### config.mk
export PLATFORM = sky130hd
export DESIGN_NAME = fracn_div_ctrl
export DESIGN_NICKNAME = d
export VERILOG_FILES = /design/src/rtl/fracn_pkg.sv /design/src/rtl/fracn_accum.sv /design/src/rtl/fracn_prescaler.sv /design/src/rtl/fracn_swallow.sv /design/src/rtl/fracn_div_ctrl.sv
export SDC_FILE = /design/constraint.sdc
export NUM_CORES = 1
export LEC_CHECK = 0
export ABC_AREA = 1
export BUFFER_PORTS_ARGS = -buffer_cell sky130_fd_sc_hd__buf_2
export CORE_MARGIN = 3
export CORE_UTILIZATION = 35
export CTS_CLUSTER_SIZE = 40
export DETAILED_ROUTE_END_ITERATION = 6
export HOLD_SLACK_MARGIN = 0.08
export PLACE_DENSITY = 0.58
export SYNTH_ARGS = -nofsm -noshare
export SYNTH_HDL_FRONTEND = slang
export SYNTH_SLANG_ARGS = --single-unit
### constraint.sdc
create_clock -name clk_i -period 3.2 [get_ports clk_i]
set_clock_uncertainty 0.2 [all_clocks]
set_input_delay 0.64 -clock clk_i [delete_from_list [all_inputs] [get_ports clk_i]]
set_output_delay 0.64 -clock clk_i [all_outputs]
set_load 0.01 [all_outputs]
### src/rtl/fracn_pkg.sv
package fracn_pkg;

  typedef enum logic {
    MOD_BASE = 1'b0,
    MOD_PLUS = 1'b1
  } modsel_e;

  // Smallest total ratio that a P/P+1 swallow divider can form for every
  // swallow count: the main count must never be below the swallow count.
  function automatic int unsigned min_ratio(int unsigned plog2);
    int unsigned p;
    p = 32'd1 << plog2;
    return p * (p - 32'd1);
  endfunction

endpackage

### src/rtl/fracn_accum.sv
module fracn_accum
  import fracn_pkg::*;
#(
  parameter int FW = 8
) (
  input  logic          clk_i,
  input  logic          rst_i,
  input  logic          step_i,
  input  logic [FW-1:0] frac_i,
  output logic          carry_nxt_o,
  output logic          carry_o,
  output logic [FW-1:0] resid_o
);

  logic [FW:0]   sum;
  logic [FW-1:0] resid_q;
  modsel_e       carry_q;

  assign sum         = {1'b0, resid_q} + {1'b0, frac_i};
  assign carry_nxt_o = sum[FW];
  assign carry_o     = carry_q;
  assign resid_o     = resid_q;

  always_ff @(posedge clk_i) begin
    if (rst_i) begin
      resid_q <= '0;
      carry_q <= MOD_BASE;
    end else if (step_i) begin
      resid_q <= sum[FW-1:0];
      carry_q <= modsel_e'(sum[FW]);
    end
  end

  // an overflow step always lowers the residue
  p_wrap_lowers_r3: assert property (@(posedge clk_i) disable iff (rst_i)
    ($past(step_i) && !$past(rst_i) && carry_q == MOD_PLUS) |-> (resid_q < $past(resid_q)));

  // a step without overflow never lowers the residue
  p_nowrap_keeps_r3: assert property (@(posedge clk_i) disable iff (rst_i)
    ($past(step_i) && !$past(rst_i) && carry_q == MOD_BASE) |-> (resid_q >= $past(resid_q)));

  // state moves only on a period boundary
  p_hold_between_r7: assert property (@(posedge clk_i) disable iff (rst_i)
    (!$past(step_i) && !$past(rst_i)) |-> ($stable(resid_q) && $stable(carry_q)));

endmodule

### src/rtl/fracn_prescaler.sv
module fracn_prescaler #(
  parameter int PRE_LOG2 = 1
) (
  input  logic clk_i,
  input  logic rst_i,
  input  logic plus_i,
  output logic tick_o
);

  localparam int P  = 1 << PRE_LOG2;
  localparam int CW = PRE_LOG2 + 1;

  logic [CW-1:0] cnt_q;
  logic [CW-1:0] last;

  assign last   = plus_i ? CW'(P) : CW'(P - 1);
  assign tick_o = (cnt_q == last);

  always_ff @(posedge clk_i) begin
    if (rst_i)       cnt_q <= '0;
    else if (tick_o) cnt_q <= '0;
    else             cnt_q <= cnt_q + 1'b1;
  end

  // prescaler ticks are never adjacent (modulus is at least 2)
  p_tick_gap_r2: assert property (@(posedge clk_i) disable iff (rst_i)
    tick_o |=> !tick_o);

  // modulus select stays put inside one prescaler cycle
  p_mod_steady_r2: assert property (@(posedge clk_i) disable iff (rst_i)
    (!$past(tick_o) && !$past(rst_i)) |-> $stable(plus_i));

  // counter never passes the long modulus
  p_cnt_range_r2: assert property (@(posedge clk_i) disable iff (rst_i)
    cnt_q <= CW'(P));

endmodule

### src/rtl/fracn_swallow.sv
module fracn_swallow #(
  parameter int DW       = 9,
  parameter int PRE_LOG2 = 1
) (
  input  logic          clk_i,
  input  logic          rst_i,
  input  logic [DW-1:0] load_val_i,
  input  logic          tick_i,
  output logic          plus_o,
  output logic          term_o
);

  localparam int MW = DW - PRE_LOG2;

  logic [MW-1:0]       m_lat, mcnt_q;
  logic [PRE_LOG2-1:0] s_lat, scnt_q;

  assign plus_o = (scnt_q < s_lat);
  assign term_o = tick_i && (mcnt_q == m_lat - 1'b1);

  always_ff @(posedge clk_i) begin
    if (rst_i || term_o) begin
      m_lat  <= load_val_i[DW-1:PRE_LOG2];
      s_lat  <= load_val_i[PRE_LOG2-1:0];
      mcnt_q <= '0;
      scnt_q <= '0;
    end else if (tick_i) begin
      mcnt_q <= mcnt_q + 1'b1;
      if (plus_o) scnt_q <= scnt_q + 1'b1;
    end
  end

  // the loaded ratio always leaves room for every swallowed cycle
  p_swallow_fits_r8: assert property (@(posedge clk_i) disable iff (rst_i)
    (MW'(s_lat) <= m_lat) && (m_lat != '0));

  // swallow count never overshoots its target
  p_scnt_bound_r2: assert property (@(posedge clk_i) disable iff (rst_i)
    scnt_q <= s_lat);

  // period ends are never adjacent
  p_term_gap_r6: assert property (@(posedge clk_i) disable iff (rst_i)
    term_o |=> !term_o);

endmodule

### src/rtl/fracn_div_ctrl.sv
module fracn_div_ctrl
  import fracn_pkg::*;
#(
  parameter int NW       = 8,
  parameter int FW       = 8,
  parameter int PRE_LOG2 = 1
) (
  input  logic          clk_i,
  input  logic          rst_i,
  input  logic [NW-1:0] ratio_int_i,
  input  logic [FW-1:0] ratio_frac_i,
  output logic          div_pulse_o,
  output logic          mod_sel_o,
  output logic [FW-1:0] residue_o
);

  localparam int DW   = NW + 1;
  localparam int NMIN = int'(min_ratio(PRE_LOG2));

  logic [NW-1:0] n_eff;
  logic [DW-1:0] load_val;
  logic          carry_nxt, tick, plus, term;
  logic          pulse_q;

  assign n_eff    = (ratio_int_i < NW'(NMIN)) ? NW'(NMIN) : ratio_int_i;
  assign load_val = {1'b0, n_eff} + DW'(rst_i ? 1'b0 : carry_nxt);

  fracn_accum #(.FW(FW)) u_accum (
    .clk_i       (clk_i),
    .rst_i       (rst_i),
    .step_i      (term),
    .frac_i      (ratio_frac_i),
    .carry_nxt_o (carry_nxt),
    .carry_o     (mod_sel_o),
    .resid_o     (residue_o)
  );

  fracn_prescaler #(.PRE_LOG2(PRE_LOG2)) u_pre (
    .clk_i  (clk_i),
    .rst_i  (rst_i),
    .plus_i (plus),
    .tick_o (tick)
  );

  fracn_swallow #(.DW(DW), .PRE_LOG2(PRE_LOG2)) u_swl (
    .clk_i      (clk_i),
    .rst_i      (rst_i),
    .load_val_i (load_val),
    .tick_i     (tick),
    .plus_o     (plus),
    .term_o     (term)
  );

  always_ff @(posedge clk_i) begin
    if (rst_i) pulse_q <= 1'b0;
    else       pulse_q <= term;
  end
  assign div_pulse_o = pulse_q;

  // the modulus select changes only together with the output pulse
  p_mod_at_pulse_r7: assert property (@(posedge clk_i) disable iff (rst_i)
    (!div_pulse_o && !$past(rst_i)) |-> $stable(mod_sel_o));

  // one-cycle pulse
  p_pulse_single_r6: assert property (@(posedge clk_i) disable iff (rst_i)
    div_pulse_o |=> !div_pulse_o);

endmodule

==> results.md, run 1 <==
* Status: completed
* Final hold vios at 0
* Worst endpoint data arrival time at 2.63 ns
* Overflow after GRT at 0
* XOR/XNOR share of the synthesized area at 0.0750
* Synth Cell Area at 0.00197 mm2
* Nets at 328
* Syn_nets at 295
* Layout cells sized above 1 at 0.205
* Max_slew headroom at 0.748
* Clock sink count at 30
* Mapped Cells at 264
* Adder and majority gate portion of the synthesized area at 0.0865
* Yosys warning count at 0
* Root buffer cell: clkbuf_8
* Initial antenna violation count at 0
* Synth top area cells: dfxtp_1, nand2_1, edfxtp_1
* Yosys top cell by area: dfxtp_1
* Worst hold path class: reg -> reg
* Slew Viols, Final at 0
* Async SR Flop Fraction at 0
* Setup TNS Final at 0 ns
* Core box area at 0.00527 mm2
* Non-Filler Instances at 368
* Final setup fails at 0
* Register Area at 691 um2
* Sequential share of the synthesized area at 0.351
* Final WL at 3790 um
* P&R area growth vs syn at 16.2%
* Initial Util at 0.373
* Post-CTS resize count at 0
* Max Cap Viol at 0
* Global Route Usage Sum at 0.132
* Worst-margin pin slew at 0.378 ns
* Hold WS at 0.260 ns
* Via density at 4.48
* Routed met2 length at 1680 um
* WL/cell at 10.3 um
* Mean post-synth cell area at 7.46 um2
* Placed Instance Area at 0.00218 mm2
* N_diodes at 0
* Crit-path max FO at 3
* Dpl cells at 360
* Simple-gate area share of the yosys netlist at 0.362
* Vias in the first global route at 1556
* DRC at 0
* RePlAce Congestion at 0.813
* Htree depth at 2
* CP endpoint kind: register
* Clock buffer depth at 2
* Hpwl dp at 2980 um
* Setup CP Type: in -> reg
* EDFF count, synth at 9
* Yosys cell types at 33
* Ys flop type: dfxtp_1
* Pwr/cell area at 379 mW/mm2
* Die ar. at 0.00656 mm2
* Post-synth top area share at 0.214
* Fill cells at 559
* Die W at 81.0 um
* Startpoint class of the critical path: input port
* Largest net degree at the start of global routing at 19
* Worst skew pair latency at 0.28 ns
* Via count at 1647
* Synth Register Bits at 30
* Die H at 81.0 um
* Hold Buf Count CTS at 0
* DR iter-0 viols at 94
* IO Port Bufs at 27
* Wire length on met1 at 1920 um
* Mux contribution to synthesized area at 0
* Period utilization at 0.876
* Clk slew on worst S/H paths at 0.07 ns
* CTS Buf Count at 5
* First-pass detailed-route iteration total at 4
* Site row count at 26
* First-pass GRT wire length at 6750 um
* Worst IR Drop VDD at 0.146 mV
* Synth Area in Compound Gates at 0.0547
* Design area at 0.00229 mm2
* Final ANT Viol Nets at 0
* Main combinational cell family by area after synthesis: simple AND/OR/NAND/NOR gates
* Footprint of the multi-input gates at 0.00114 mm2
* CTS tree: yes
* Leak at 1.13 nW
* RSZ-0062 raised after global routing: false
* Final min period at 2.80 ns
* I/O pin cnt at 28
* Wire length on met3 at 117 um
* Worst Path Required at 3.03 ns
* Max frequency at 357 MHz
* Top routing layer used: met4
* # Post-CTS Setup Buffers at 0
flip-flops by register name, summed over array words and instances (netlist names):
| signal | flops |
|---|---|
| u_accum.resid_o | 8 |
| u_swl.m_lat | 8 |
| u_swl.mcnt_q | 8 |
| u_pre.cnt_q | 2 |
| div_pulse_o | 1 |
| u_accum.carry_o | 1 |
| u_swl.s_lat | 1 |
| u_swl.scnt_q | 1 |
cell usage after synthesis, types with 4 or more instances:
library cell  instances
ha_1                 12
dfxtp_1              21
inv_1                31
edfxtp_1              9
nor2_1               19
nand2_1              88
xor2_1               13
nand3_1              18
nor2_2                8
a21oi_1               9
a21oi_2               4
critical path, cell delays in order:
cell and delay [ns]:
buf_2 0.10, ha_1 0.21, fa_1 0.43, nand4_1 0.11, nand2_1 0.10, a21oi_1 0.14, o21bai_1 0.09, and2_1 0.17
ha_1 0.21, nand2_1 0.06, nor2_1 0.06, and3_1 0.18, xor2_1 0.14
cell usage in the layout (no fill, tap or decap):
cell,Yosys,final
ha_1,12,12
xnor2_1,2,2
nand2_2,1,1
nor3_1,1,1
nand3_1,18,18
fa_1,1,1
edfxtp_1,9,9
nand2_1,88,88
nor2_2,8,8
and3_1,1,1
nand4_1,3,3
nor4_1,1,1
clkbuf_16,0,1
nor2_4,1,1
or2_1,1,1
nor3_2,3,3
buf_4,0,1
xor2_2,1,1
inv_1,31,31
a21o_1,1,1
a21oi_2,4,4
o21ai_0,1,1
o21bai_1,2,2
clkinv_2,0,2
buf_2,0,27
clkbuf_8,0,5
nor2_1,19,19
nand3_2,3,3
xor2_1,13,13
dfxtp_1,21,21
nand2_4,1,1
nand2_8,1,1
and2_1,2,2
nand3b_1,1,1
inv_2,2,2
a21oi_1,9,9
final cells by class:
class,instances,area share
multi-input combinational,199,0.498
sequential,30,0.302
timing repair buffer,28,0.0624
inverter,33,0.0542
clock buffer,6,0.0410
tap,70,0.0383
clock inverter,2,0.00438
kinds of logic after synthesis:
| logic type | Yosys count |
|---|---|
| flip-flops | 30 |
| AND/OR/NAND/NOR | 153 |
| adder cells (fa/ha/maj) | 13 |
| XOR/XNOR | 16 |
| AO/OA/AOI/OAI | 17 |
| buffers and inverters | 35 |
final timing paths:
check	slack [ns]	start	end	cells after the start
hold reg to reg	0.26	u_swl.scnt_q	u_swl.scnt_q	2
hold / removal	0.26	u_swl.scnt_q	u_swl.scnt_q	2
setup reg to reg	0.52	u_accum.resid_o[0]	u_swl.m_lat[5]	12
setup / recovery	0.40	ratio_frac_i[0]	u_swl.m_lat[5]	13
report_power, final:
part / leakage (nW) / switching [W] / internal, W / total [W]
Combinational: 0.816 / 0.0000655 / 0.0000395 / 0.000105
Clock: 0.0561 / 0.000148 / 0.000197 / 0.000346
Sequential: 0.258 / 0.0000111 / 0.000406 / 0.000417
Total: 1.13 / 0.000225 / 0.000643 / 0.000868
per-stage QoR:
| stage | utilization | setup slack (ns) | power (W) |
|---|---|---|---|
| after floorplan | - | 0.369 | 0.000498 |
| after detailed placement | 0.414 | 0.111 | 0.000531 |
| final | 0.434 | 0.396 | 0.000868 |
| after CTS | 0.434 | 0.403 | 0.000878 |
| after global routing | 0.434 | 0.229 | 0.000911 |
| after global placement | 0.414 | 0.137 | 0.000530 |
per-layer routing:
| layer | track usage | vias to the layer above |
|---|---|---|
| met1 | 0.167 | 719 |
| met2 | 0.216 | 22 |
| met5 | 0 | - |
| met3 | 0.0266 | 7 |
| li1 | - | 899 |
| met4 | 0.0608 | 0 |
No activity file was read; power rests on OpenSTA's default activity.
==> inputs of run 2 (changes only) <==
SETUP_SLACK_MARGIN = 0.4   (was default)
==> run 2 against run 1 <==
Against the previous run:
- routed wire length grew 3.9%
- power shrank 6.8%
- design area grew 1.7%
==> results.md, run 2 (same netlist as run 1, synthesis figures left out) <==
* Vias in the first global route at 1590
* CP endpoint kind: register
* I/O pin cnt at 28
* Most frequent cells in the layout: nand2_1, inv_1, buf_2
* WHS Endpoint: u_swl.scnt_q
* Top routing layer used: met4
* Die W at 81.0 um
* DRC at 0
* First-pass GRT wire length at 6730 um
* Initial Util at 0.373
* Design area at 0.00233 mm2
* Status: completed
* Global Route Usage Sum at 0.132
* Pwr/cell area at 348 mW/mm2
* Nets at 329
* Fill cells at 563
* P&R area growth vs syn at 18.2%
* CTS Buf Count at 5
* Hold Buf Count CTS at 0
* Register Area at 691 um2
* Wire length on met1 at 1870 um
* Pre-CTS setup slack at 0.116 ns
* Worst Reg-to-Reg Cells at 13
* Dpl cells at 360
* N_diodes at 0
* Clk slew on worst S/H paths at 0.06 ns
* Worst endpoint data arrival time at 2.56 ns
* WL/cell at 10.7 um
* Period utilization at 0.856
* Startpoint class of the critical path: input port
* Final ANT Viol Nets at 0
* Setup CP Type: in -> reg
* Clock buffer depth at 2
* DR iter-0 viols at 107
* Via density at 4.49
* Commonest non-fill, non-tap cell in the layout: nand2_1
* Worst-margin pin slew at 0.366 ns
* Worst skew pair latency at 0.27 ns
* Worst IR Drop VDD at 0.130 mV
* Worst hold path class: reg -> reg
* Final min period at 2.74 ns
* Max frequency at 365 MHz
* Reg-to-Reg End: u_swl.m_lat[5]
* Setup TNS Final at 0 ns
* Final hold vios at 0
* R2R Setup Slk at 0.60 ns
* Site row count at 26
* Placed Instance Area at 0.00219 mm2
* Via count at 1657
* Max_slew headroom at 0.756
* Non-Filler Instances at 369
* Footprint of the multi-input gates at 0.00119 mm2
* Die H at 81.0 um
* Die ar. at 0.00656 mm2
* Hold Path Cell Cnt at 2
* Leak at 1.11 nW
* Core box area at 0.00527 mm2
* First-pass detailed-route iteration total at 4
* RSZ-0062 raised after global routing: false
* Htree depth at 2
* Clock sink count at 30
* Routed met2 length at 1910 um
* Max Cap Viol at 0
* Initial antenna violation count at 0
* Final setup fails at 0
* Worst Path Required at 3.02 ns
* IO Port Bufs at 27
* RR Startpoint: u_accum.resid_o[3]
* Final WL at 3940 um
* HP Start: u_swl.scnt_q
* Overflow after GRT at 0
* Root buffer cell: clkbuf_8
* RePlAce Congestion at 0.813
* Largest net degree at the start of global routing at 19
* Crit-path max FO at 3
* Slew Viols, Final at 0
* Hpwl dp at 3060 um
* Wire length on met3 at 98 um
* Final worst setup slack at 0.461 ns
* CTS tree: yes
* Layout cells sized above 1 at 0.237
==> run 2: worst max path at each step <==
| stage | startpoint | slack, ns | endpoint | cells after the start |
|---|---|---|---|---|
| 3_5_place_dp | ratio_frac_i[3] | 0.12 | u_swl.m_lat[5] | 14 |
| 4_1_cts | ratio_frac_i[0] | 0.41 | u_swl.m_lat[5] | 13 |
| 6_report | ratio_frac_i[0] | 0.46 | u_swl.m_lat[5] | 13 |
| 3_3_place_gp | ratio_frac_i[0] | 0.19 | u_swl.m_lat[5] | 13 |
| 2_1_floorplan | ratio_frac_i[0] | 0.43 | u_swl.m_lat[5] | 12 |
| 5_1_grt | ratio_frac_i[0] | 0.40 | u_swl.m_lat[5] | 13 |
==> run 2: where the power goes <==
part,switching (W),internal [W]
clock network,0.000129,0.000154
logic,0.0000676,0.0000415
registers,0.0000108,0.000406
total,0.000208,0.000601
==> run 2: timing repair <==
| item | 4_1_cts | 5_1_grt |
|---|---|---|
| pin swaps | 2 | 1 |
| buffers inserted | 1 | 0 |
| endpoints found under the setup margin | 1 | 4 |
| gates resized for setup | 2 | 9 |
==> run 2: metal layers <==
metal / track usage / vias to the layer above
li1: - / 901
met1: 0.160 / 729
met2: 0.227 / 22
met3: 0.0366 / 5
met4: 0.0439 / 0
met5: 0 / -
==> run 2: area by class of cell <==
type / count / area share
clock buffers: 8 / 0.0344
multi-input cells: 199 / 0.513
well taps: 70 / 0.0377
repair buffers: 29 / 0.0646
inverters: 33 / 0.0533
flip-flops and latches: 30 / 0.297
==> run 2: through the flow <==
stage,total power (W),hold slack [ns],utilization
global placement,0.000530,0.248,0.415
global route,0.000857,0.288,0.441
CTS,0.000817,0.269,0.433
finish,0.000809,0.266,0.441
detailed placement,0.000532,0.259,0.415
floorplan,0.000498,0.236,-
==> run 2: critical path: stages <==
cell and delay (ns):
buf_2 0.10, ha_2 0.20, fa_2 0.39, nand4_1 0.11
nand2_2 0.09, a21oi_2 0.13, o21bai_1 0.11, and2_4 0.15
ha_1 0.20, nand2_1 0.08, nor2_2 0.05, and3_4 0.19
xor2_1 0.13
==> inputs of run 3 (changes only) <==
CORE_UTILIZATION = 31   (was 35)
PLACE_DENSITY = 0.53   (was 0.58)
SETUP_SLACK_MARGIN = 0.15   (was 0.4)
==> run 3 against run 2 <==
Against the previous run:
- cell count increased by 1.1%
- maximum frequency decreased by 2.0%
- clock power increased by 11%
- highest routed layer unchanged
- die area increased by 12%
- via count decreased by 0.78%
- critical path depth unchanged
==> results.md, run 3 (same netlist as run 1, synthesis figures left out) <==
* Status: completed
* P&R area growth vs syn at 15.9%
* WL/cell at 10.3 um
* Initial antenna violation count at 0
* Final hold vios at 0
* RePlAce Congestion at 0.808
* Htree depth at 2
* Overflow after GRT at 0
* Period utilization at 0.873
* Fill cells at 657
* First-pass GRT wire length at 6960 um
* Clk slew on worst S/H paths at 0.06 ns
* I/O pin cnt at 28
* Final WL at 3850 um
* Clock buffer depth at 2
* Max frequency at 358 MHz
* DRC at 0
* Die W at 85.7 um
* Pwr/cell area at 367 mW/mm2
* Global Route Usage Sum at 0.118
* Max Cap Viol at 0
* Critical path buffers and inverters at 1
* Slew Viols, Final at 0
* Post-CTS resize count at 0
* Register share of total power at 0.499
* Setup TNS Final at 0 ns
* Final setup fails at 0
* Die ar. at 0.00734 mm2
* CTS Buf Count at 5
* Worst Path Required at 3.03 ns
* First-pass detailed-route iteration total at 4
* Via count at 1644
* Clock power share at 0.375
* N_diodes at 0
* Nets at 328
* DR iter-0 viols at 65
* Final ANT Viol Nets at 0
* Layout cells sized above 1 at 0.201
* Initial Util at 0.327
* Dpl cells at 365
* # Post-CTS Setup Buffers at 0
* Hold Buf Count CTS at 0
* Worst-margin pin slew at 0.372 ns
* Setup CP Type: in -> reg
* RSZ-0062 raised after global routing: false
* CP top delay family: adder cells
* Comb pwr share at 0.126
* P_sw at 0.000218 W
* Largest net degree at the start of global routing at 19
* Clock sink count at 30
* CP max stage delay at 0.42 ns
* Vias in the first global route at 1615
* Leak at 1.12 nW
* Hpwl dp at 3040 um
* Site row count at 28
* Max_slew headroom at 0.752
* IO Port Bufs at 27
* Most frequent cells in the layout: nand2_1, inv_1, buf_2
* Slowest cell on the critical path: fa_1
* Worst endpoint data arrival time at 2.62 ns
* Crit-path max FO at 3
* Core box area at 0.00603 mm2
* Die H at 85.7 um
* Cell Int Power at 0.000619 W
* Worst skew pair latency at 0.28 ns
* CTS tree: yes
* Worst IR Drop VDD at 0.134 mV
* Startpoint class of the critical path: input port
* Final min period at 2.79 ns
* Worst path cell trace: buf_2 > ha_1 > fa_1 > nand4_1 > nand2_1 > a21oi_1 > o21bai_1 > and2_1 > ha_1 > nand2_1 > nor2_1 > and3_1 > xor2_1
* Worst hold path class: reg -> reg
* Via density at 4.41
* Root buffer cell: clkbuf_8
* CP endpoint kind: register
* Non-Filler Instances at 373
* Switch share at 0.260
* Commonest non-fill, non-tap cell in the layout: nand2_1
[run 3: routing by layer]
metal  routed length (um)  part of all wire  vias up  global-route usage
met2                 1710              0.44       29               0.189
met4                   65             0.017        0              0.0432
met3                  140             0.036        6              0.0307
met5                    0                 0        -                   0
met1                 1930              0.50      707               0.153
li1                     -                 -      902                   -
[run 3: worst paths after layout]
kind,startpoint,endpoint,slack [ns],depth (start not counted)
max,ratio_frac_i[0],u_swl.m_lat[5],0.41,13
min,u_swl.scnt_q,u_swl.scnt_q,0.26,2
max reg2reg,u_accum.resid_o[0],u_swl.m_lat[5],0.54,12
min reg2reg,u_swl.scnt_q,u_swl.scnt_q,0.26,2
[run 3: area by class of cell]
class / count / area, um2 / share of cell area
clock inverters: 1 / 5.00 / 0.00219
clock buffers: 7 / 86.3 / 0.0378
well taps: 75 / 93.8 / 0.0411
flip-flops and latches: 30 / 691 / 0.303
inverters: 33 / 124 / 0.0543
repair buffers: 28 / 143 / 0.0625
multi-input cells: 199 / 1140 / 0.499
[run 3: per-stage QoR]
stage	setup WS (ns)	util	cell area [um2]	hold WS, ns	power, W
final	0.406	0.379	2280	0.261	0.000836
after global routing	0.239	0.379	2280	0.301	0.000886
after CTS	0.394	0.379	2280	0.261	0.000850
after detailed placement	0.104	0.363	2190	0.251	0.000532
after global placement	0.133	0.363	2190	0.247	0.000531
after floorplan	0.369	-	1970	0.236	0.000498
[run 3: worst register-to-register path: stages, from the launching register on]
cell and delay [ns]:
dfxtp_1 0.33, ha_1 0.22, fa_1 0.42, nand4_1 0.11
nand2_1 0.09, a21oi_1 0.14, o21bai_1 0.09, and2_1 0.16
ha_1 0.21, nand2_1 0.06, nor2_1 0.06, and3_1 0.18
xor2_1 0.14
[run 3: power by group through the flow]
stage	Clock, W	Sequential [W]	Combinational, W
after floorplan	0	0.000422	0.0000756
after detailed placement	0	0.000425	0.000107
after global routing	0.000342	0.000419	0.000125
final	0.000314	0.000417	0.000105
after global placement	0	0.000425	0.000106
after CTS	0.000326	0.000417	0.000107
